==> config.mk <==
export PLATFORM = sky130hd
export DESIGN_NAME = srp_sequencer
export DESIGN_NICKNAME = d
export VERILOG_FILES = /design/src/rtl/srp_pkg.sv /design/src/rtl/srp_phase_timer.sv /design/src/rtl/srp_deadline.sv /design/src/rtl/srp_ctrl.sv /design/src/rtl/srp_sequencer.sv
export SDC_FILE = /design/constraint.sdc
export NUM_CORES = 1
export LEC_CHECK = 0
export CORE_AREA = 10 10 56 58
export DETAILED_ROUTE_END_ITERATION = 16
export DIE_AREA = 0 0 66 68
export PLACE_DENSITY = 0.79
export SYNTH_ARGS = -nofsm -noshare
export SYNTH_HDL_FRONTEND = slang
export SYNTH_SLANG_ARGS = --single-unit
==> constraint.sdc <==
create_clock -name clk -period 3.1 [get_ports clk]
set_input_delay 0.62 -clock clk [delete_from_list [all_inputs] [get_ports clk]]
set_output_delay 0.62 -clock clk [all_outputs]
set_load 0.005 [all_outputs]
==> src/rtl/srp_pkg.sv <==
// Shared types for the session request sequencer.
// Assumes: one state encoding shared by the controller, the timer and the output decode.
package srp_pkg;

    typedef enum logic [2:0] {
        ST_IDLE      = 3'd0,
        ST_WAIT_INIT = 3'd1,
        ST_DLINE     = 3'd2,
        ST_VPULSE    = 3'd3,
        ST_DISCH     = 3'd4,
        ST_WAIT_SV   = 3'd5,
        ST_CONN      = 3'd6,
        ST_FAIL      = 3'd7
    } srp_state_e;

endpackage

==> src/rtl/srp_phase_timer.sv <==
// Phase timer: counts tick pulses inside the current timed state and flags
// the tick that completes that state's duration.
// Assumes: restart is high on every state change, so each phase counts from zero.
module srp_phase_timer
    import srp_pkg::*;
#(
    parameter int DLINE_MS   = 7,
    parameter int VBUS_MS    = 15,
    parameter int DISCH_MS   = 30,
    parameter int SV_WAIT_MS = 40
) (
    input  logic       clk,
    input  logic       rst_n,
    input  logic       restart,
    input  logic       tick,
    input  srp_state_e state,
    output logic       expire
);

    localparam int MAX_A  = (DLINE_MS > VBUS_MS) ? DLINE_MS : VBUS_MS;
    localparam int MAX_B  = (DISCH_MS > SV_WAIT_MS) ? DISCH_MS : SV_WAIT_MS;
    localparam int MAX_MS = (MAX_A > MAX_B) ? MAX_A : MAX_B;
    localparam int CW     = $clog2(MAX_MS + 1);

    logic [CW-1:0] cnt;
    logic [CW-1:0] last_val;
    logic          timed;

    // Select the final count value for the phase now running.
    always_comb begin
        timed    = 1'b1;
        last_val = '0;
        case (state)
            ST_DLINE:   last_val = CW'(DLINE_MS - 1);
            ST_VPULSE:  last_val = CW'(VBUS_MS - 1);
            ST_DISCH:   last_val = CW'(DISCH_MS - 1);
            ST_WAIT_SV: last_val = CW'(SV_WAIT_MS - 1);
            default:    timed    = 1'b0;
        endcase
    end

    // Count ticks since the last state change.
    always_ff @(posedge clk) begin
        if (!rst_n) begin
            cnt <= '0;
        end else if (restart) begin
            cnt <= '0;
        end else if (tick) begin
            cnt <= cnt + 1'b1;
        end
    end

    assign expire = timed && tick && (cnt == last_val);

endmodule

==> src/rtl/srp_deadline.sv <==
// Deadline counter: counts ticks over both pulsing phases together and flags
// the tick on which the completion limit is reached.
// Assumes: in_pulse stays high across the step from data-line to VBUS pulsing.
module srp_deadline #(
    parameter int LIMIT_MS = 100
) (
    input  logic clk,
    input  logic rst_n,
    input  logic in_pulse,
    input  logic tick,
    output logic hit
);

    localparam int DW = $clog2(LIMIT_MS + 1);
    localparam logic [DW-1:0] LAST = DW'(LIMIT_MS - 1);

    logic [DW-1:0] cnt;

    // Accumulate ticks while pulsing; clear outside the pulsing window.
    always_ff @(posedge clk) begin
        if (!rst_n) begin
            cnt <= '0;
        end else if (!in_pulse) begin
            cnt <= '0;
        end else if (tick) begin
            cnt <= cnt + 1'b1;
        end
    end

    assign hit = in_pulse && tick && (cnt == LAST);

endmodule

==> src/rtl/srp_ctrl.sv <==
// Sequencing controller: walks idle, init wait, data-line pulse, VBUS pulse,
// optional discharge and session wait, and ends connected or failed.
// Assumes: phase_exp and dl_hit come from the timers and refer to the current state.
module srp_ctrl
    import srp_pkg::*;
(
    input  logic       clk,
    input  logic       rst_n,
    input  logic       otg_en,
    input  logic       start_req,
    input  logic       init_ok,
    input  logic       sess_valid,
    input  logic       dischg_en,
    input  logic       phase_exp,
    input  logic       dl_hit,
    output srp_state_e state,
    output logic       restart
);

    srp_state_e nxt;

    // Next-state selection; the enable input overrides every state.
    always_comb begin
        nxt = state;
        if (!otg_en) begin
            nxt = ST_IDLE;
        end else begin
            case (state)
                ST_IDLE:      if (start_req) nxt = ST_WAIT_INIT;
                ST_WAIT_INIT: if (init_ok) nxt = ST_DLINE;
                ST_DLINE: begin
                    if (dl_hit)         nxt = ST_FAIL;
                    else if (phase_exp) nxt = ST_VPULSE;
                end
                ST_VPULSE: begin
                    if (dl_hit)         nxt = ST_FAIL;
                    else if (phase_exp) nxt = dischg_en ? ST_DISCH : ST_WAIT_SV;
                end
                ST_DISCH:     if (phase_exp) nxt = ST_WAIT_SV;
                ST_WAIT_SV: begin
                    if (sess_valid)     nxt = ST_CONN;
                    else if (phase_exp) nxt = ST_FAIL;
                end
                ST_CONN:      nxt = ST_CONN;
                ST_FAIL:      nxt = ST_IDLE;
                default:      nxt = ST_IDLE;
            endcase
        end
    end

    // State register.
    always_ff @(posedge clk) begin
        if (!rst_n) begin
            state <= ST_IDLE;
        end else begin
            state <= nxt;
        end
    end

    assign restart = (nxt != state);

endmodule

==> src/rtl/srp_sequencer.sv <==
// Top of the session request sequencer. Ties together the controller, the
// phase timer and the optional deadline counter, and decodes the drives.
// Assumes: tick_ms is a single-cycle pulse, synchronous to clk.
module srp_sequencer
    import srp_pkg::*;
#(
    parameter int DLINE_MS    = 7,
    parameter int VBUS_MS     = 15,
    parameter int DISCH_MS    = 30,
    parameter int SV_WAIT_MS  = 40,
    parameter int DEADLINE_MS = 100
) (
    input  logic clk,
    input  logic rst_n,
    input  logic otg_en,
    input  logic start_req,
    input  logic init_ok,
    input  logic sess_valid,
    input  logic dischg_en,
    input  logic tick_ms,
    output logic dp_pulse,
    output logic vbus_pulse,
    output logic vbus_dischg,
    output logic soft_conn,
    output logic done,
    output logic fail
);

    srp_state_e state;
    logic       restart;
    logic       phase_exp;
    logic       dl_hit;
    logic       in_pulse;

    assign in_pulse = (state == ST_DLINE) || (state == ST_VPULSE);

    srp_ctrl u_ctrl (
        .clk        (clk),
        .rst_n      (rst_n),
        .otg_en     (otg_en),
        .start_req  (start_req),
        .init_ok    (init_ok),
        .sess_valid (sess_valid),
        .dischg_en  (dischg_en),
        .phase_exp  (phase_exp),
        .dl_hit     (dl_hit),
        .state      (state),
        .restart    (restart)
    );

    srp_phase_timer #(
        .DLINE_MS   (DLINE_MS),
        .VBUS_MS    (VBUS_MS),
        .DISCH_MS   (DISCH_MS),
        .SV_WAIT_MS (SV_WAIT_MS)
    ) u_timer (
        .clk     (clk),
        .rst_n   (rst_n),
        .restart (restart),
        .tick    (tick_ms),
        .state   (state),
        .expire  (phase_exp)
    );

    // Deadline counter only when a limit is configured.
    generate
        if (DEADLINE_MS > 0) begin : g_deadline
            srp_deadline #(
                .LIMIT_MS (DEADLINE_MS)
            ) u_deadline (
                .clk      (clk),
                .rst_n    (rst_n),
                .in_pulse (in_pulse),
                .tick     (tick_ms),
                .hit      (dl_hit)
            );
        end else begin : g_no_deadline
            assign dl_hit = 1'b0;
        end
    endgenerate

    // Output decode; the enable input gates every drive within the same cycle.
    always_comb begin
        dp_pulse    = otg_en && (state == ST_DLINE);
        vbus_pulse  = otg_en && (state == ST_VPULSE);
        vbus_dischg = otg_en && (state == ST_DISCH);
        soft_conn   = otg_en && (state == ST_CONN);
        done        = otg_en && (state == ST_CONN);
        fail        = (state == ST_FAIL);
    end

endmodule

==> flow_metrics.tcl, run 1 <==
set metrics [dict create \
    status "finished, final reports clean" \
    cts_max_level 1 \
    required_ns 2.48 \
    tightest_slew_ns 0.660 \
    synth_top_cell_area_share 0.284 \
    cts-hold-fix-buffers 0 \
    drv_slew 0 \
    post-dp-hpwl_um 1940 \
    skew_ns 0.00546 \
    hold_viol 0 \
    cap_violations 0 \
    cp-end-kind "primary output" \
    drive_gt1_frac 0.0946 \
    yosysSeqAreaShare 0.284 \
    detail-route-antenna-nets 0 \
    ir_drop_v 0.000254 \
    syn-cell-area_sq_um 1130 \
    grt-ovfl-total 0 \
    diodes 0 \
    gp_congestion 0.930 \
    die_area_sq_um 4490 \
    worstSetupPathType "in -> out" \
    antenna_found_initial 0 \
    ys_warn_count 0 \
    drt-initial-drc-count 93 \
    post-cts-setup-buffer-count 0 \
    fin_nets 159 \
    async_flop_share 0 \
    p_leak_nw 0.400 \
    synthFlopType "dfxtp_1" \
    wl_per_cell_um 14.4 \
    grt_max_degree 22 \
    powerDensity_nw_per_um2 297 \
    netlist_instances 137 \
    syn-num-nets 147 \
    dp_slack_ns 0.419 \
    wirelength_um 2540 \
    finalSetupTns_ns 0 \
    row_count 17 \
    period_minus_slack_ns 2.68 \
    clockBufferDepth 2 \
    clock-sinks 16 \
    root_buffer "clkbuf_4" \
    clkLatencyLatePin_ns 0.29 \
    ys_seq_elements 16 \
    dr.pass1.iters 4 \
    critPathLaunchType "input port" \
    min-delay-path-class "reg -> reg" \
    fmax_ghz 0.373 \
    remaining_drc_errors 0 \
    synthTopCellsByArea "dfxtp_1, nand2_1, nor2_1, xor2_1, a21oi_1" \
    die_h_um 68 \
    setup_viol_count_final 0 \
    grt_pass1_wl_um 4400 \
    synth_cell_types 49 \
    start_util 0.536 \
    synth_edf_count 0 \
    grt_usage 0.121 \
    grt_pass1_vias 991 \
    numCtsBuffers 3 \
    cts_tree "built" \
    fillers 186 \
    vias 1087 \
    fin_ws_ns 0.419 \
    clk_pin_slew_ns 0.10 \
    yosys.area.top_type "dfxtp_1" \
    design.portCount 14 \
    worstPathArrival_ns 2.06 \
    max_slew_margin 0.559 \
    synth_area_per_cell_sq_um 8.24 \
    cts.repair.resized 0 \
    post-route-period-util 0.865 \
    area_delta_synth_final_pct 15.4 \
    dieWidth_um 66 \
    crit_fanout 9 \
    rsz0062_at_grt "no" \
    core_sq_um 2110 \
    port_buffers 13 \
    viasPerCell 6.18 \
]
cells in the mapped netlist, types with 3 or more instances:
| cell type | number |
|---|---|
| a21oi_1 | 8 |
| buf_2 | 4 |
| dfxtp_1 | 16 |
| inv_1 | 6 |
| nand2_1 | 13 |
| nand4_1 | 6 |
| nor2_1 | 12 |
| nor3_1 | 8 |
| o21ai_0 | 3 |
| or3_1 | 4 |
| xnor2_1 | 4 |
| xor2_1 | 5 |
cells by family (layout without fill, tap and decap cells):
logic type | count (synthesis) | after routing | share of synthesized area
compound gates | 32 | 32 | 0.245
xor+xnor | 9 | 9 | 0.0698
fa+ha+maj | 2 | 2 | 0.0222
buf+inv | 14 | 25 | 0.0576
flops | 16 | 16 | 0.284
mux | 3 | 3 | 0.0277
simple gates | 61 | 61 | 0.294
cell type report:
cell class,count,area (sq um),share of cell area
well taps,28,35.0,0.0269
repair buffers,15,145,0.111
clock buffers,4,36.3,0.0279
flip-flops and latches,16,320,0.246
inverters,6,22.5,0.0173
multi-input cells,107,743,0.571
through the flow:
step                instances  hold WS [ns]  instance area (sq um)  utilization  power [W]
floorplan                 137         0.459                   1130            -   0.000237
global placement          172         0.477                   1270        0.601   0.000252
detailed placement        172         0.493                   1270        0.601   0.000253
CTS                       176         0.508                   1300        0.619   0.000391
global route              176         0.547                   1300        0.619   0.000408
finish                    176         0.504                   1300        0.619   0.000387
layout by cell type, fill, tap and decap left out, drive strengths merged, types with 4 or more instances in the layout:
cell type	instances
or3	4
clkbuf	4
clkdlybuf4s50	13
nand4	6
a21oi	8
o21ai	4
xor2	5
dfxtp	16
xnor2	4
nor3	9
inv	6
nor2	12
nand2	13
sequential cells by signal (all words and copies together), names as in the netlist:
register / count
g_deadline.u_deadline.cnt: 7
u_timer.cnt: 6
u_ctrl.state: 3
where the power goes:
group	internal [W]	switching (W)	leakage (nW)	total [W]
Sequential	0.000207	0.00000463	0.129	0.000212
Clock	0.0000716	0.0000672	0.0210	0.000139
Combinational	0.0000192	0.0000166	0.250	0.0000358
Total	0.000298	0.0000884	0.400	0.000387
worst max-delay path, stage by stage:
cell             delay, ns
clkdlybuf4s50_1       0.62
nand2_1               0.12
nor3_1                0.15
clkdlybuf4s50_1       0.54
final timing paths:
kind | from | endpoint | slack (ns) | cells after the start
worst max register to register | u_ctrl.state[1] | u_timer.cnt[3] | 0.74 | 5
worst min-delay path | g_deadline.u_deadline.cnt[5] | g_deadline.u_deadline.cnt[5] | 0.50 | 2
worst min register to register | g_deadline.u_deadline.cnt[5] | g_deadline.u_deadline.cnt[5] | 0.50 | 2
worst max-delay path | otg_en | vbus_dischg | 0.42 | 4
routing by layer:
layer / track usage / wire [um] / vias up
met5: 0 / 0 / -
met4: 0.0654 / 81 / 0
met3: 0.0277 / 152 / 15
met2: 0.204 / 1250 / 41
met1: 0.140 / 1050 / 501
li1: - / - / 530
Note: power is estimated with default switching activity, not from simulation.
==> run 2, diff against run 1 <==
- CTS_BUF_LIST: unset -> sky130_fd_sc_hd__clkbuf_16
- RECOVER_POWER: unset -> 50
==> run 2 against run 1 <==
- core utilization is 0.83 points higher
- die area unchanged
- clock skew fell by 0.0031 ns
- final area increased by 1.3%
- critical endpoint unchanged
==> flow_metrics.tcl, run 2 (same netlist as run 1, synthesis figures left out) <==
set metrics [dict create \
    diodes 0 \
    hold_viol 0 \
    cp_common_cell "clkdlybuf4s50_1" \
    worstSetupPathType "in -> out" \
    status "finished, final reports clean" \
    wl_per_cell_um 15.5 \
    skew_ns 0.00239 \
    vias 1087 \
    clockBufferDepth 2 \
    largestRegisters "g_deadline.u_deadline.cnt (7), u_timer.cnt (6), u_ctrl.state (3)" \
    fin_nets 159 \
    fin_ws_ns 0.413 \
    max_slew_margin 0.548 \
    period_minus_slack_ns 2.69 \
    dr.pass1.iters 5 \
    drive_gt1_frac 0.0676 \
    drv_slew 0 \
    port_buffers 13 \
    core_sq_um 2110 \
    post-route-period-util 0.867 \
    worstPathArrival_ns 2.07 \
    setup_viol_count_final 0 \
    viasPerCell 6.18 \
    finalSetupTns_ns 0 \
    crit_fanout 9 \
    cts_tree "built" \
    numCtsBuffers 3 \
    grt_pass1_vias 1056 \
    dieWidth_um 66 \
    cts.repair.resized 0 \
    die_area_sq_um 4490 \
    post-cts-setup-buffer-count 0 \
    antenna_found_initial 0 \
    root_buffer "clkbuf_16" \
    min-delay-path-class "reg -> reg" \
    final_common_cell "dfxtp_1" \
    rsz0062_at_grt "no" \
    dp_slack_ns 0.419 \
    layout_common_cells "dfxtp_1, nand2_1, nor2_1, clkdlybuf4s50_1" \
    drt-initial-drc-count 113 \
    clkLatencyLatePin_ns 0.24 \
    cts-hold-fix-buffers 0 \
    grt_max_degree 22 \
    powerDensity_nw_per_um2 379 \
    area_delta_synth_final_pct 17.0 \
    post-dp-hpwl_um 1940 \
    clk_pin_slew_ns 0.05 \
    cap_violations 0 \
    die_h_um 68 \
    clock-sinks 16 \
    grt-ovfl-total 0 \
    required_ns 2.48 \
    grt_pass1_wl_um 4670 \
    regMostFlops "g_deadline.u_deadline.cnt" \
    max_stage_delay_ns 0.63 \
    p_leak_nw 0.415 \
    tightest_slew_ns 0.677 \
    design.portCount 14 \
    fmax_ghz 0.372 \
    cp-end-kind "primary output" \
    gp_congestion 0.930 \
    crit_slowest_cell "clkdlybuf4s50_1" \
    ir_drop_v 0.000331 \
    wirelength_um 2720 \
    row_count 17 \
    start_util 0.536 \
    critPathLaunchType "input port" \
    remaining_drc_errors 0 \
    cts_max_level 1 \
    path_buf_inv 2 \
    path_cells "clkdlybuf4s50_1 > nand2_1 > nor3_1 > clkdlybuf4s50_1" \
    detail-route-antenna-nets 0 \
    largest_reg_flops 7 \
    grt_usage 0.128 \
    crit_family "buffers and inverters" \
]
## run 2: changes by cell type in the layout (fill, tap and decap cells not counted), moves of 2 or more
| cell | delta |
|---|---|
| clkbuf_16 | +3 |
| clkdlybuf4s50_1 | -2 |
| clkbuf_4 | -3 |
| dlygate4sd3_1 | +2 |
## run 2: layout make-up
type / count / area [sq um]
fill: 180 / 786
multi-input combinational: 107 / 722
sequential: 16 / 320
timing repair buffer: 15 / 141
clock buffer: 3 / 75.1
tap: 28 / 35.0
inverter: 6 / 22.5
clock inverter: 1 / 3.75
## run 2: final timing paths
kind | start | to | slack (ns) | depth (start not counted)
setup / recovery | otg_en | vbus_dischg | 0.41 | 4
setup reg to reg | u_ctrl.state[1] | u_timer.cnt[0] | 0.52 | 5
hold / removal | g_deadline.u_deadline.cnt[5] | g_deadline.u_deadline.cnt[5] | 0.50 | 2
hold reg to reg | g_deadline.u_deadline.cnt[5] | g_deadline.u_deadline.cnt[5] | 0.50 | 2
## run 2: layer usage
metal	part of all wire	track usage
met3	0.058	0.0392
met1	0.41	0.143
met2	0.51	0.221
met5	0	0
met4	0.019	0.0576
## run 2: worst register-to-register path, cell delays in order, from the launching register on
cell       delay, ns
dfxtp_1         0.69
and2b_1         0.35
a2111oi_4       0.36
o2111ai_1       0.36
o21ai_1         0.57
nor3_1          0.12
## run 2: per-stage QoR
| stage | power (W) | area, sq um | hold WS, ns | std cells | utilization |
|---|---|---|---|---|---|
| 3_5_place_dp | 0.000253 | 1270 | 0.493 | 172 | 0.601 |
| 5_1_grt | 0.000519 | 1320 | 0.538 | 176 | 0.627 |
| 3_3_place_gp | 0.000252 | 1270 | 0.477 | 172 | 0.601 |
| 4_1_cts | 0.000503 | 1350 | 0.501 | 176 | 0.639 |
| 2_1_floorplan | 0.000237 | 1130 | 0.459 | 137 | - |
| 6_report | 0.000500 | 1320 | 0.497 | 176 | 0.627 |
## run 2: power breakdown
group	total (W)	internal [W]	leakage, nW	switching [W]
clock	0.000251	0.000171	0.0385	0.0000799
sequential	0.000213	0.000208	0.129	0.00000493
combinational	0.0000358	0.0000188	0.248	0.0000170
total	0.000500	0.000398	0.415	0.000102
